===== src/rtl/irc_pkg.sv =====
package irc_pkg;
  typedef enum logic [2:0] {
    ST_IDLE = 3'd0,
    ST_ARM  = 3'd1,
    ST_WAIT = 3'd2,
    ST_RUN  = 3'd3,
    ST_STOP = 3'd4
  } cap_st_e;

  localparam int NFLAG    = 8;
  localparam int F_FULL   = 0;
  localparam int F_LEVEL  = 1;
  localparam int F_OVF    = 2;
  localparam int F_WRAP   = 3;
  localparam int F_THR    = 4;
  localparam int F_RDERR  = 5;
  localparam int F_RISE   = 6;
  localparam int F_FALL   = 7;
  localparam int MAIN_TOP = 5;
endpackage


===== src/rtl/irc_filter.sv =====
module irc_filter #(
  parameter int FILT_W   = 8,
  parameter bit IDLE_LVL = 1'b1
) (
  input  logic              clk,
  input  logic              rst_n,
  input  logic              din,
  input  logic [FILT_W-1:0] cfg_filt,
  output logic              lvl,
  output logic              chg
);
  logic [1:0]        sync_q;
  logic [FILT_W-1:0] gcnt_q, gcnt_d;
  logic              lvl_q, lvl_d, chg_d;
  logic              differ;

  always_comb begin
    differ = (sync_q[1] != lvl_q);
    chg_d  = differ && (gcnt_q >= cfg_filt);
    lvl_d  = chg_d ? sync_q[1] : lvl_q;
    gcnt_d = (!differ || chg_d) ? '0 : gcnt_q + 1'b1;
  end

  always_ff @(posedge clk or negedge rst_n) begin
    if (!rst_n) begin
      sync_q <= {2{IDLE_LVL}};
      gcnt_q <= '0;
      lvl_q  <= IDLE_LVL;
      chg    <= 1'b0;
    end else begin
      sync_q <= {sync_q[0], din};
      gcnt_q <= gcnt_d;
      lvl_q  <= lvl_d;
      chg    <= chg_d;
    end
  end

  assign lvl = lvl_q;

  // the filtered level never moves without a change pulse
  a_r1_level_moves_with_chg: assert property (@(posedge clk) disable iff (!rst_n)
    !$stable(lvl_q) |-> chg);
  // a change pulse always marks a new level
  a_r1_chg_is_new_level: assert property (@(posedge clk) disable iff (!rst_n)
    chg |-> (lvl_q != $past(lvl_q)));
endmodule


===== src/rtl/irc_capture.sv =====
module irc_capture
  import irc_pkg::*;
#(
  parameter int CNT_W = 31
) (
  input  logic             clk,
  input  logic             rst_n,
  input  logic             run_en,
  input  logic             cfg_manual,
  input  logic [1:0]       cfg_edge,
  input  logic             man_start,
  input  logic             lvl,
  input  logic             chg,
  input  logic             cfg_thr_lvl,
  input  logic [CNT_W-1:0] cfg_thr,
  output logic             push,
  output logic [31:0]      push_data,
  output logic             wrap,
  output logic             thr_hit
);
  cap_st_e          st_q, st_d;
  logic [CNT_W-1:0] cnt_q, cnt_d, push_cnt;
  logic             push_lvl, trig;

  always_comb begin
    trig     = chg && (cfg_edge[1] || (cfg_edge[0] ? lvl : !lvl));
    st_d     = st_q;
    cnt_d    = cnt_q;
    push     = 1'b0;
    push_lvl = !lvl;
    push_cnt = cnt_q;
    wrap     = 1'b0;
    thr_hit  = 1'b0;
    if (!run_en) begin
      st_d = ST_IDLE;
    end else begin
      unique case (st_q)
        ST_IDLE: st_d = cfg_manual ? ST_WAIT : ST_ARM;
        ST_ARM: if (trig) begin
          st_d  = ST_RUN;
          cnt_d = CNT_W'(1);
        end
        ST_WAIT: if (man_start) begin
          st_d  = ST_RUN;
          cnt_d = CNT_W'(1);
        end
        ST_RUN: begin
          if (chg) begin
            push  = 1'b1;
            cnt_d = CNT_W'(1);
          end else if ((lvl == cfg_thr_lvl) && (cnt_q >= cfg_thr)) begin
            push     = 1'b1;
            push_lvl = lvl;
            thr_hit  = 1'b1;
            st_d     = ST_STOP;
          end else begin
            cnt_d = cnt_q + 1'b1;
            wrap  = &cnt_q;
          end
        end
        ST_STOP: st_d = ST_STOP;
        default: st_d = ST_IDLE;
      endcase
    end
    push_data            = '0;
    push_data[31]        = push_lvl;
    push_data[CNT_W-1:0] = push_cnt;
  end

  always_ff @(posedge clk or negedge rst_n) begin
    if (!rst_n) begin
      st_q  <= ST_IDLE;
      cnt_q <= '0;
    end else begin
      st_q  <= st_d;
      cnt_q <= cnt_d;
    end
  end

  // entries only leave an active capture
  a_r3_push_only_running: assert property (@(posedge clk) disable iff (!rst_n)
    push |-> (st_q == ST_RUN));
  // a threshold hit ends capture
  a_r5_stop_after_thr: assert property (@(posedge clk) disable iff (!rst_n)
    thr_hit |=> (st_q == ST_STOP) || !run_en);
  // the counter restarts from zero after a wrap
  a_r8_wrap_to_zero: assert property (@(posedge clk) disable iff (!rst_n)
    wrap |=> (cnt_q == '0));
endmodule


===== src/rtl/irc_fifo.sv =====
module irc_fifo #(
  parameter int DEPTH = 8,
  parameter int DW    = 32,
  localparam int AW   = $clog2(DEPTH),
  localparam int CW   = AW + 1
) (
  input  logic          clk,
  input  logic          rst_n,
  input  logic          push,
  input  logic [DW-1:0] wdata,
  input  logic          pop,
  input  logic          ovw,
  output logic [DW-1:0] rdata,
  output logic [CW-1:0] cnt,
  output logic          full,
  output logic          ovf,
  output logic          rderr
);
  logic [DW-1:0] mem [DEPTH];
  logic [AW-1:0] wp_q, wp_d, rp_q, rp_d;
  logic [CW-1:0] cnt_q, cnt_d;
  logic          empty, do_pop, do_wr, rd_adv;

  always_comb begin
    full   = (cnt_q == CW'(DEPTH));
    empty  = (cnt_q == '0);
    do_pop = pop && !empty;
    rderr  = pop && empty;
    ovf    = push && full && !do_pop;
    do_wr  = push && (!full || do_pop || ovw);
    rd_adv = do_pop || (ovf && ovw);
    wp_d   = wp_q;
    rp_d   = rp_q;
    if (do_wr)  wp_d = (wp_q == AW'(DEPTH - 1)) ? '0 : wp_q + 1'b1;
    if (rd_adv) rp_d = (rp_q == AW'(DEPTH - 1)) ? '0 : rp_q + 1'b1;
    cnt_d = cnt_q + CW'(do_wr) - CW'(rd_adv);
  end

  always_ff @(posedge clk or negedge rst_n) begin
    if (!rst_n) begin
      wp_q  <= '0;
      rp_q  <= '0;
      cnt_q <= '0;
    end else begin
      wp_q  <= wp_d;
      rp_q  <= rp_d;
      cnt_q <= cnt_d;
    end
  end

  always_ff @(posedge clk) begin
    if (do_wr) mem[wp_q] <= wdata;
  end

  assign rdata = mem[rp_q];
  assign cnt   = cnt_q;

  // the occupancy never exceeds the depth
  a_r6_bounded: assert property (@(posedge clk) disable iff (!rst_n)
    cnt_q <= CW'(DEPTH));
  // a push into a full queue without a read leaves it full
  a_r6_stays_full: assert property (@(posedge clk) disable iff (!rst_n)
    (full && push && !pop) |=> full);
  // a read from an empty queue changes nothing
  a_r7_empty_read: assert property (@(posedge clk) disable iff (!rst_n)
    (empty && pop && !push) |=> (cnt_q == '0));
endmodule


===== src/rtl/irc_receiver.sv =====
module irc_receiver
  import irc_pkg::*;
#(
  parameter int CNT_W  = 31,
  parameter int FILT_W = 8,
  parameter int DEPTH  = 8,
  localparam int CW    = $clog2(DEPTH) + 1
) (
  input  logic              clk,
  input  logic              rst_n,
  input  logic              ir_in,
  input  logic              run_en,
  input  logic              cfg_manual,
  input  logic [1:0]        cfg_edge,
  input  logic              man_start,
  input  logic [FILT_W-1:0] cfg_filt,
  input  logic              cfg_thr_lvl,
  input  logic [CNT_W-1:0]  cfg_thr,
  input  logic              cfg_ovw,
  input  logic [CW-1:0]     fifo_thr,
  input  logic              rd_en,
  output logic [31:0]       rd_data,
  output logic [CW-1:0]     fifo_cnt,
  input  logic [NFLAG-1:0]  int_en,
  input  logic [NFLAG-1:0]  int_mask,
  input  logic [NFLAG-1:0]  int_clr,
  output logic [NFLAG-1:0]  int_status,
  output logic              irq_main,
  output logic              irq_edge
);
  logic             lvl, chg, push, wrap, thr_hit, full, ovf, rderr;
  logic [31:0]      push_data;
  logic [NFLAG-1:0] set_vec, stat_q, stat_d, live;

  irc_filter #(.FILT_W(FILT_W), .IDLE_LVL(1'b1)) u_filt (
    .clk(clk), .rst_n(rst_n), .din(ir_in), .cfg_filt(cfg_filt),
    .lvl(lvl), .chg(chg)
  );

  irc_capture #(.CNT_W(CNT_W)) u_cap (
    .clk(clk), .rst_n(rst_n), .run_en(run_en), .cfg_manual(cfg_manual),
    .cfg_edge(cfg_edge), .man_start(man_start), .lvl(lvl), .chg(chg),
    .cfg_thr_lvl(cfg_thr_lvl), .cfg_thr(cfg_thr), .push(push),
    .push_data(push_data), .wrap(wrap), .thr_hit(thr_hit)
  );

  irc_fifo #(.DEPTH(DEPTH), .DW(32)) u_fifo (
    .clk(clk), .rst_n(rst_n), .push(push), .wdata(push_data),
    .pop(rd_en), .ovw(cfg_ovw), .rdata(rd_data), .cnt(fifo_cnt),
    .full(full), .ovf(ovf), .rderr(rderr)
  );

  always_comb begin
    set_vec          = '0;
    set_vec[F_FULL]  = full;
    set_vec[F_LEVEL] = (fifo_cnt >= fifo_thr);
    set_vec[F_OVF]   = ovf;
    set_vec[F_WRAP]  = wrap;
    set_vec[F_THR]   = thr_hit;
    set_vec[F_RDERR] = rderr;
    set_vec[F_RISE]  = chg && lvl;
    set_vec[F_FALL]  = chg && !lvl;
    stat_d = (stat_q & ~int_clr) | (set_vec & int_en);
    live   = stat_q & ~int_mask;
  end

  always_ff @(posedge clk or negedge rst_n) begin
    if (!rst_n) stat_q <= '0;
    else        stat_q <= stat_d;
  end

  assign int_status = stat_q;
  assign irq_main   = |live[MAIN_TOP:0];
  assign irq_edge   = |live[NFLAG-1:MAIN_TOP+1];

  // the read-error flag only rises after a read of an empty queue
  a_r7_rderr_cause: assert property (@(posedge clk) disable iff (!rst_n)
    $rose(stat_q[F_RDERR]) |-> $past(rd_en && (fifo_cnt == '0)));

  for (genvar i = 0; i < NFLAG; i++) begin : g_sticky
    // a flag holds until its clear bit is written
    a_r11_sticky: assert property (@(posedge clk) disable iff (!rst_n)
      (stat_q[i] && !int_clr[i]) |=> stat_q[i]);
    // a flag cannot rise while its enable is off
    a_r11_gated: assert property (@(posedge clk) disable iff (!rst_n)
      (!stat_q[i] && !int_en[i]) |=> !stat_q[i]);
  end
endmodule


===== config.mk =====
export PLATFORM = sky130hd
export DESIGN_NAME = irc_receiver
export DESIGN_NICKNAME = d
export VERILOG_FILES = /design/src/rtl/irc_pkg.sv /design/src/rtl/irc_filter.sv /design/src/rtl/irc_capture.sv /design/src/rtl/irc_fifo.sv /design/src/rtl/irc_receiver.sv
export SDC_FILE = /design/constraint.sdc
export NUM_CORES = 1
export LEC_CHECK = 0
export BUFFER_PORTS_ARGS = -buffer_cell sky130_fd_sc_hd__buf_4
export CAP_MARGIN = 5
export CORE_MARGIN = 3
export CORE_UTILIZATION = 40
export CTS_CLUSTER_DIAMETER = 200
export DETAILED_ROUTE_END_ITERATION = 8
export MAX_ROUTING_LAYER = met4
export PLACE_DENSITY_LB_ADDON = 0.1
export SETUP_SLACK_MARGIN = 0.1
export SYNTH_ARGS = -nofsm -noshare
export SYNTH_HDL_FRONTEND = slang
export SYNTH_SLANG_ARGS = --single-unit

===== constraint.sdc =====
create_clock -name clk -period 8.2 [get_ports clk]
set_input_delay 0.41 -clock clk [delete_from_list [all_inputs] [get_ports clk]]
set_output_delay 0.41 -clock clk [all_outputs]
set_load 0.02 [all_outputs]

==> key figures, run 1 <==
Floorplan
  – # IOs: 124
  – Die extent in x: 194 µm
  – Initial Utilization: 0.408
  – Die height: 194 µm
  – Core region area: 34800 µm²
  – Cell Rows: 68
  – Total die area: 37800 µm²

Finish
  – Layout cells sized above 1: 0.298
  – Fin nets: 1171
  – Area Growth Syn to Fin: 18.4%

Detailed routing
  – Aggregate routed wire length: 33.7 mm
  – DRT antenna net count: 0
  – DRC Markers: 0
  – DR vias: 8197
  – Drt initial violations: 524
  – Via density: 5.40
  – Pre-antenna DRT Iters: 5
  – WL per Instance: 22.2 µm

Synth
  – EDFF count, synth: 256
  – Count leader, synth: edfxtp_1
  – Primary FF master, synth: edfxtp_1
  – Distinct cells, synth: 60
  – Async set-reset flop share out of synthesis: 0.200
  – Leading area contributor after synthesis: edfxtp_1
  – Area of the mapped netlist: 14200 µm²
  – Flops & latches, synth: 320
  – Post-synth top cells: 256 x edfxtp_1, 66 x inv_1, 64 x mux4_2, 61 x dfrtp_1, 55 x ha_1
  – Mapped Cells: 898
  – Area contributors post-synth: edfxtp_1 54%, dfrtp_1 11%, mux4_2 10%
  – Synth Area per Inst: 15.8 µm²
  – Top cell type's share of synthesized area: 0.541
  – Yosys Warn Count: 0
  – Syn Nets: 1032
  – Register area share after synthesis: 0.654

GRT
  – Global-route usage over all layers: 0.185
  – Global-route wire length before repair: 52.1 mm
  – Largest net degree at the start of global routing: 65
  – Initial antenna violation count: 1
  – Vias in the first global route: 8549
  – Grt total ovfl: 0

Setup path
  – Crit. End Element: flip-flop
  – Largest fanout on the critical path: 26
  – Worst path required time: 8340 ps
  – FF-to-FF setup slack: 3880 ps
  – CP startpoint kind: flip-flop
  – Worst Path Arrival: 4460 ps
  – Path type of the worst setup path: flip-flop to flip-flop
  – Worst r2r src: u_cap.cnt_q[29]$_DFFE_PN0P_
  – FF-to-FF path depth: 9
  – Reg2reg end: u_fifo.mem[0][23]$_DFFE_PP_

CTS
  – TritonCTS clock tree: yes
  – CTS clk-pin slew, worst paths: 60 ps
  – Clock Path Buffers: 3
  – CTS Root Cell: clkbuf_16
  – CTS buffer count: 36
  – Clk sink count: 320
  – Postcts setup bufs: 0
  – Worst-skew pair later-pin latency: 510 ps
  – H-Tree Depth: 2

STA
  – Final Skew: 13.8 ps
  – Final setup violating endpoints: 0
  – Final setup TNS: 0 ps
  – Fin crit share: 0.527
  – Fmax: 231 MHz
  – Fin Hold WS: 28.8 ps
  – RSZ-0062 raised after global routing: no
  – Hold Vio Cnt, Final: 0
  – Slew of the pin with the lowest slew margin: 1010 ps
  – Final Max Slew Viols: 0
  – Slew headroom: 0.324
  – Final Critical Period: 4320 ps

Power and ir drop
  – Leakage: 6.22 nW
  – Flop pwr share: 0.409
  – Pwr Density: 283 nW/µm²
  – Switch share: 0.290
  – Maximum VDD drop: 0.000163 V
  – NetSw: 1.38 mW
  – Clk network pwr share: 0.320
  – Comb pwr share: 0.271
  – Pint: 3.38 mW
  – Final Power: 4.77 mW

Place
  – I/O Buffers: 123
  – Post-DP HPWL: 20.8 mm
  – Placer Congestion: 0.777

Run
  – Max_cap viols: 0

Worst hold path
  – Worst hold path type: input pin to async pin

Run status
  – Status: finished, final reports clean
critical path: stages (launching register included):
cell      delay [ps]
dfrtp_1          500
ha_1             380
nand4_2          190
nor4_2           370
nand2_1          200
a211oi_2         260
nor3_1           130
a211o_1          540
nor4_2           760
buf_4            590
per-stage QoR:
stage          setup slack, ps  utilization  std cells  instance area [µm²]
6_report                  3880        0.484       1518                16800
5_1_grt                   3610        0.484       1518                16800
4_1_cts                   3820        0.483       1517                16800
3_5_place_dp              3870        0.451       1453                15700
3_3_place_gp              3960        0.451       1453                15700
2_1_floorplan             2520            -        898                14200
kinds of logic (layout without fill, tap and decap cells):
| group | after synthesis | after routing | synth area share |
|---|---|---|---|
| AO/OA/AOI/OAI | 128 | 128 | 0.0583 |
| XOR/XNOR | 11 | 11 | 0.00678 |
| adder cells (fa/ha/maj) | 56 | 56 | 0.0498 |
| buffers and inverters | 102 | 266 | 0.0289 |
| flip-flops | 320 | 320 | 0.654 |
| multiplexers | 104 | 104 | 0.133 |
| other | 0 | 1 | 0 |
| AND/OR/NAND/NOR | 177 | 177 | 0.0691 |
worst max path at each step:
stage                                      from                           to  slack [ps]  cells past startpoint
floorplan           u_cap.cnt_q[30]$_DFFE_PN0P_   u_fifo.mem[0][0]$_DFFE_PP_        2520                      9
global placement    u_cap.cnt_q[30]$_DFFE_PN0P_  u_fifo.mem[1][28]$_DFFE_PP_        3960                      9
detailed placement  u_cap.cnt_q[30]$_DFFE_PN0P_  u_fifo.mem[0][23]$_DFFE_PP_        3870                      9
CTS                 u_cap.cnt_q[29]$_DFFE_PN0P_  u_fifo.mem[0][23]$_DFFE_PP_        3820                      9
global route        u_cap.cnt_q[30]$_DFFE_PN0P_  u_fifo.mem[0][23]$_DFFE_PP_        3610                      9
finish              u_cap.cnt_q[29]$_DFFE_PN0P_  u_fifo.mem[0][23]$_DFFE_PP_        3880                      9
power by group through the flow:
stage	Sequential (mW)	Combinational (mW)	Clock, mW
after detailed placement	1.99	1.32	0
after CTS	1.96	1.33	1.57
after global routing	1.97	1.42	1.64
final	1.95	1.29	1.52
after global placement	1.99	1.32	0
after floorplan	1.90	0.929	0
placed cells by master, fill, tap and decap left out, drive strengths merged, types with 8 or more instances in the layout:
cell type / count
dfrtp: 61
nand4: 14
o22ai: 8
mux4: 64
nor3: 11
nand3: 27
ha: 55
edfxtp: 256
and3: 11
o21ai: 29
or3: 11
mux2: 39
a21oi: 39
clkbuf: 48
inv: 66
a21o: 9
clkinv: 13
buf: 136
nor2: 34
nand2: 37
a211oi: 9
layout make-up:
class	count	area, µm²
fillers	2999	18000
flip-flops and latches	320	9300
multi-input cells	476	4560
repair buffers	137	1030
clock buffers	48	997
well taps	455	569
inverters	66	248
clock inverters	15	119
diodes	1	2.50
state kept, by name, indices dropped and copies added (netlist names):
name / count
u_filt.lvl: 1
int_status: 8
u_cap.st_q: 3
u_cap.cnt_q: 31
u_filt.sync_q: 2
u_fifo.mem: 256
u_fifo.cnt: 4
u_filt.chg: 1
u_fifo.wp_q: 3
u_fifo.rp_q: 3
u_filt.gcnt_q: 8
layer usage:
| layer | share of wire | GRT usage |
|---|---|---|
| met5 | 0 | - |
| met4 | 0.015 | 0.0378 |
| met3 | 0.057 | 0.0407 |
| met2 | 0.48 | 0.291 |
| met1 | 0.45 | 0.251 |
timing repair:
| item | 4_1_cts | 5_1_grt |
|---|---|---|
| hold endpoints to repair | 1 | 0 |
| resized for setup | 0 | 0 |
| hold buffers | 1 | 0 |
| endpoints found under the setup margin | 0 | 0 |
Power figures use the tool's default switching activity.
==> inputs of run 2 (changes only) <==
clock period = 4.25 ns   (was 8.2 ns; I/O delays follow)
==> run 2 against run 1 <==
  * Largest cell class unchanged
  * Highest routed layer unchanged
  * Wire length is 1.3% higher
  * Clock power is 89% higher
  * Via count is 1.4% higher
  * Hold slack worse by 8.1 ps
  * Flip-flop and latch count stayed put
==> key figures, run 2 (synthesized netlist as in run 1, its figures left out) <==
Run status
  – Status: finished, final reports clean

STA
  – Final Max Slew Viols: 0
  – Final setup TNS: 0 ps
  – Final Skew: 9.67 ps
  – Fmax: 268 MHz
  – Final Critical Period: 3740 ps
  – RSZ-0062 raised after global routing: no
  – Slew of the pin with the lowest slew margin: 904 ps
  – Slew headroom: 0.397
  – Final setup violating endpoints: 0
  – Hold Vio Cnt, Final: 0
  – Fin crit share: 0.879
  – Final worst slack: 513 ps

Finish
  – Antenna cells: 0
  – Fin nets: 1205
  – Layout cells sized above 1: 0.305
  – Post-layout util: 0.495
  – Most common cell after layout, fill and taps aside: edfxtp_1
  – Area Growth Syn to Fin: 21.1%
  – Most frequent cells in the layout: 256 x edfxtp_1, 146 x buf_4, 66 x inv_1, 64 x mux4_2, 58 x dfrtp_1
  – Fill cells: 2952
  – Max reg flops: 256
  – Top flop regs: u_fifo.mem (256), u_cap.cnt_q (31)
  – Register bank with the most flops: u_fifo.mem

CTS
  – Postcts setup bufs: 0
  – Worst-skew pair later-pin latency: 500 ps
  – TritonCTS clock tree: yes
  – Clk sink count: 320
  – CTS buffer count: 35
  – H-Tree Depth: 2
  – CTS clk-pin slew, worst paths: 60 ps
  – Clock Path Buffers: 3
  – CTS Root Cell: clkbuf_16

Setup path
  – Worst Path Arrival: 4120 ps
  – Crit. End Element: flip-flop
  – Max incr delay on CP: 560 ps
  – CP top delay family: adder cells
  – CP Buf/Inv Count: 2
  – Most used cell, CP: ha_1
  – Crit-path cells: ha_1, a21oi_1, o21ai_0, a211oi_1, a21oi_1, nor3_1, a21o_1, inv_1, ha_1, inv_1, ha_1, fa_1, xor2_1
  – Path type of the worst setup path: flip-flop to flip-flop
  – CP startpoint kind: flip-flop
  – Worst path required time: 4640 ps
  – Largest fanout on the critical path: 12
  – Slowest CP cell: dfrtp_1

Floorplan
  – Die height: 194 µm
  – Core region area: 34800 µm²
  – Cell Rows: 68
  – Total die area: 37800 µm²
  – # IOs: 124
  – Die extent in x: 194 µm
  – Initial Utilization: 0.408

Detailed routing
  – Via density: 5.36
  – Aggregate routed wire length: 34.1 mm
  – DR vias: 8312
  – WL per Instance: 22.0 µm
  – Drt initial violations: 480
  – DRC Markers: 0
  – Pre-antenna DRT Iters: 5
  – DRT antenna net count: 0

Place
  – Placer Congestion: 0.749
  – Post-DP HPWL: 21.6 mm
  – I/O Buffers: 123
  – Worst slack, placed: 524 ps

GRT
  – Grt total ovfl: 0
  – Vias in the first global route: 8702
  – Global-route wire length before repair: 52.7 mm
  – Initial antenna violation count: 0
  – Global-route usage over all layers: 0.187
  – Largest net degree at the start of global routing: 65

Power and ir drop
  – Pwr Density: 533 nW/µm²
  – Maximum VDD drop: 0.000284 V
  – Leakage: 6.27 nW

Run
  – Max_cap viols: 0

Worst hold path
  – Worst hold path type: input pin to flip-flop
## run 2: final timing paths
| kind | start | end | slack [ps] | depth (start not counted) |
|---|---|---|---|---|
| min in group asynchronous | rst_n | u_fifo.wp_q[2]$_DFFE_PN0P_ | 400 | 2 |
| max reg2reg | u_cap.cnt_q[30]$_DFFE_PN0P_ | u_fifo.cnt[2]$_DFF_PN0_ | 510 | 13 |
| max | u_cap.cnt_q[30]$_DFFE_PN0P_ | u_fifo.cnt[2]$_DFF_PN0_ | 510 | 13 |
| min | cfg_manual | u_cap.st_q[0]$_DFFE_PN0P_ | 20 | 4 |
| min reg2reg | u_filt.sync_q[0]$_DFF_PN1_ | u_filt.sync_q[1]$_DFF_PN1_ | 360 | 0 |
| max in group asynchronous | rst_n | u_fifo.rp_q[0]$_DFFE_PN0N_ | 3190 | 2 |
## run 2: area by class of cell
| class | count | area (µm²) | share of cell area |
|---|---|---|---|
| Multi-Input combinational cell | 476 | 4580 | 0.266 |
| Timing Repair Buffer | 172 | 1430 | 0.0829 |
| Tap cell | 455 | 569 | 0.0331 |
| Inverter | 66 | 248 | 0.0144 |
| Clock buffer | 46 | 980 | 0.0569 |
| Clock inverter | 16 | 110 | 0.00640 |
| Sequential cell | 320 | 9300 | 0.540 |
## run 2: report_power, final
| group | internal (mW) | total (mW) | switching [mW] | leakage, nW |
|---|---|---|---|---|
| Clock | 1.68 | 2.87 | 1.18 | 0.527 |
| Combinational | 1.32 | 2.49 | 1.17 | 2.73 |
| Sequential | 3.49 | 3.81 | 0.320 | 3.02 |
| Total | 6.49 | 9.17 | 2.67 | 6.27 |
## run 2: metrics by stage
step,hold slack [ps],instances,power (mW),instance area (µm²)
floorplan,-83.1,898,5.45,14200
global placement,327,1470,6.42,15900
detailed placement,325,1470,6.41,15900
CTS,7.52,1551,9.32,17200
global route,34.3,1551,9.64,17200
finish,20.7,1551,9.17,17200
## run 2: layer usage
metal / global-route usage / up-vias / wire length, µm
met5: - / - / 0
met4: 0.0415 / 0 / 581
met3: 0.0317 / 45 / 1730
met2: 0.293 / 210 / 16000
met1: 0.259 / 4209 / 15800
li1: - / 3848 / -
## run 2: worst reg2reg max path, stage by stage, from the launching register on
cell	delay [ps]
dfrtp_1	560
ha_1	340
a21oi_1	140
o21ai_0	130
a211oi_1	450
a21oi_1	190
nor3_1	470
a21o_1	200
inv_1	80
ha_1	270
inv_1	30
ha_1	200
fa_1	380
xor2_1	170
## run 2: repair_timing
action / in CTS / in global routing
gates resized for setup: 0 / 0
hold endpoints to repair: 71 / 0
hold buffers: 19 / 0
==> inputs of run 3 (changes only) <==
HOLD_SLACK_MARGIN = 0.1   (was default)
SLEW_MARGIN = 10   (was default)
==> run 3 against run 2 <==
  * Worst setup slack worse by 14 ps
  * Wire length is 0.18% lower
  * Via count is 0.24% higher
  * Utilization hardly changed
  * Sequential share of layout area hardly changed
  * Critical path type unchanged
  * Critical endpoint unchanged
  * Largest cell class unchanged
==> key figures, run 3 (synthesized netlist as in run 1, its figures left out) <==
STA
  – Final Skew: 10.5 ps
  – Final Max Slew Viols: 0
  – Final Critical Period: 3750 ps
  – Slew of the pin with the lowest slew margin: 906 ps
  – Fmax: 267 MHz
  – RSZ-0062 raised after global routing: no
  – Final setup violating endpoints: 0
  – Hold Vio Cnt, Final: 0
  – Fin Hold WS: 132 ps
  – Fin crit share: 0.882
  – Slew headroom: 0.396

Finish
  – Max reg flops: 256
  – Most common cell after layout, fill and taps aside: edfxtp_1
  – Post-Layout Inst Area: 17200 µm²
  – Most frequent cells in the layout: 256 x edfxtp_1, 146 x buf_4, 66 x inv_1, 64 x mux4_2, 58 x dfrtp_1
  – Top flop regs: u_fifo.mem (256), u_cap.cnt_q (31)
  – Fin nets: 1206
  – Area Growth Syn to Fin: 21.2%
  – Fill cells: 2952
  – Layout cells sized above 1: 0.304
  – Register bank with the most flops: u_fifo.mem
  – Antenna cells: 0

Worst hold path
  – Worst hold path type: input pin to flip-flop
  – Hold Path Origin: man_start

Setup path
  – Worst path required time: 4640 ps
  – Crit. End Element: flip-flop
  – Largest fanout on the critical path: 12
  – Worst Path Arrival: 4140 ps
  – CP startpoint kind: flip-flop
  – Worst r2r src: u_cap.cnt_q[30]$_DFFE_PN0P_
  – Critical path origin: u_cap.cnt_q[30]$_DFFE_PN0P_
  – Path type of the worst setup path: flip-flop to flip-flop

Floorplan
  – # IOs: 124
  – Initial Utilization: 0.408
  – Die extent in x: 194 µm
  – Core region area: 34800 µm²
  – Die height: 194 µm
  – Total die area: 37800 µm²
  – Cell Rows: 68

GRT
  – Vias in the first global route: 8729
  – Global-route wire length before repair: 52.8 mm
  – Largest net degree at the start of global routing: 65
  – Initial antenna violation count: 0
  – Global-route usage over all layers: 0.187
  – Grt total ovfl: 0

Detailed routing
  – DR vias: 8332
  – DRC Markers: 0
  – Via density: 5.37
  – DRT antenna net count: 0
  – Aggregate routed wire length: 34.1 mm
  – Pre-antenna DRT Iters: 5
  – WL per Instance: 21.9 µm
  – Drt initial violations: 521

Place
  – Post-DP Area: 15900 µm²
  – Post-DP HPWL: 21.6 mm
  – Placer Congestion: 0.749
  – I/O Buffers: 123

Power and ir drop
  – Pwr Density: 532 nW/µm²
  – Maximum VDD drop: 0.000283 V
  – Leakage: 6.28 nW

CTS
  – CTS Root Cell: clkbuf_16
  – H-Tree Depth: 2
  – CTS clk-pin slew, worst paths: 60 ps
  – CTS resizes: 0
  – CTS buffer count: 35
  – Clk sink count: 320
  – TritonCTS clock tree: yes
  – Worst-skew pair later-pin latency: 510 ps
  – Clock Path Buffers: 3

Run status
  – Status: finished, final reports clean

Run
  – Max_cap viols: 0
## run 3: final timing paths
| kind | endpoint | slack (ps) | cells past startpoint |
|---|---|---|---|
| max | u_fifo.cnt[2]$_DFF_PN0_ | 500 | 13 |
| min | u_cap.st_q[0]$_DFFE_PN0P_ | 130 | 5 |
| max reg2reg | u_fifo.cnt[2]$_DFF_PN0_ | 500 | 13 |
| min reg2reg | u_filt.sync_q[1]$_DFF_PN1_ | 360 | 0 |
| max in group asynchronous | u_fifo.rp_q[0]$_DFFE_PN0N_ | 3190 | 2 |
| min in group asynchronous | u_fifo.wp_q[2]$_DFFE_PN0P_ | 400 | 2 |
## run 3: worst max-delay path, cell delays in order (launching register included)
cell and delay (ps):
dfrtp_1 570, ha_1 340, a21oi_1 140, o21ai_0 140, a211oi_1 460, a21oi_1 180, nor3_1 460, a21o_1 200
inv_1 80, ha_1 270, inv_1 30, ha_1 200, fa_1 380, xor2_1 170
## run 3: power breakdown
group | internal [mW] | switching [mW] | total, mW
sequential | 3.49 | 0.322 | 3.81
clock | 1.68 | 1.18 | 2.87
combinational | 1.32 | 1.17 | 2.49
total | 6.49 | 2.68 | 9.17
## run 3: cell type report
class                   count  area, µm²  area share
flip-flops and latches    320       9300       0.540
multi-input cells         476       4580       0.266
repair buffers            173       1440      0.0834
clock buffers              46        980      0.0569
well taps                 455        569      0.0331
inverters                  66        248      0.0144
clock inverters            16        110     0.00639
## run 3: per-layer routing
metal  GRT usage  part of all wire  vias up
li1            -                 -     3850
met1       0.259              0.46     4203
met2       0.294              0.47      230
met3      0.0314             0.053       49
met4      0.0415             0.018        0
met5           -                 0        -
## run 3: stage by stage
| step | worst slack, ps | power [mW] | TNS, ps | instances | utilization |
|---|---|---|---|---|---|
| floorplan | -150 | 5.45 | -12240 | 898 | - |
| global placement | 564 | 6.42 | 0 | 1470 | 0.458 |
| detailed placement | 524 | 6.41 | 0 | 1470 | 0.458 |
| CTS | 477 | 9.33 | 0 | 1552 | 0.495 |
| global route | 142 | 9.64 | 0 | 1552 | 0.495 |
| finish | 499 | 9.17 | 0 | 1552 | 0.495 |
## run 3: what timing repair did
action / CTS / global route
endpoints found under the hold margin: 73 / 0
hold buffers: 20 / 0
buffers inserted: 0 / 0
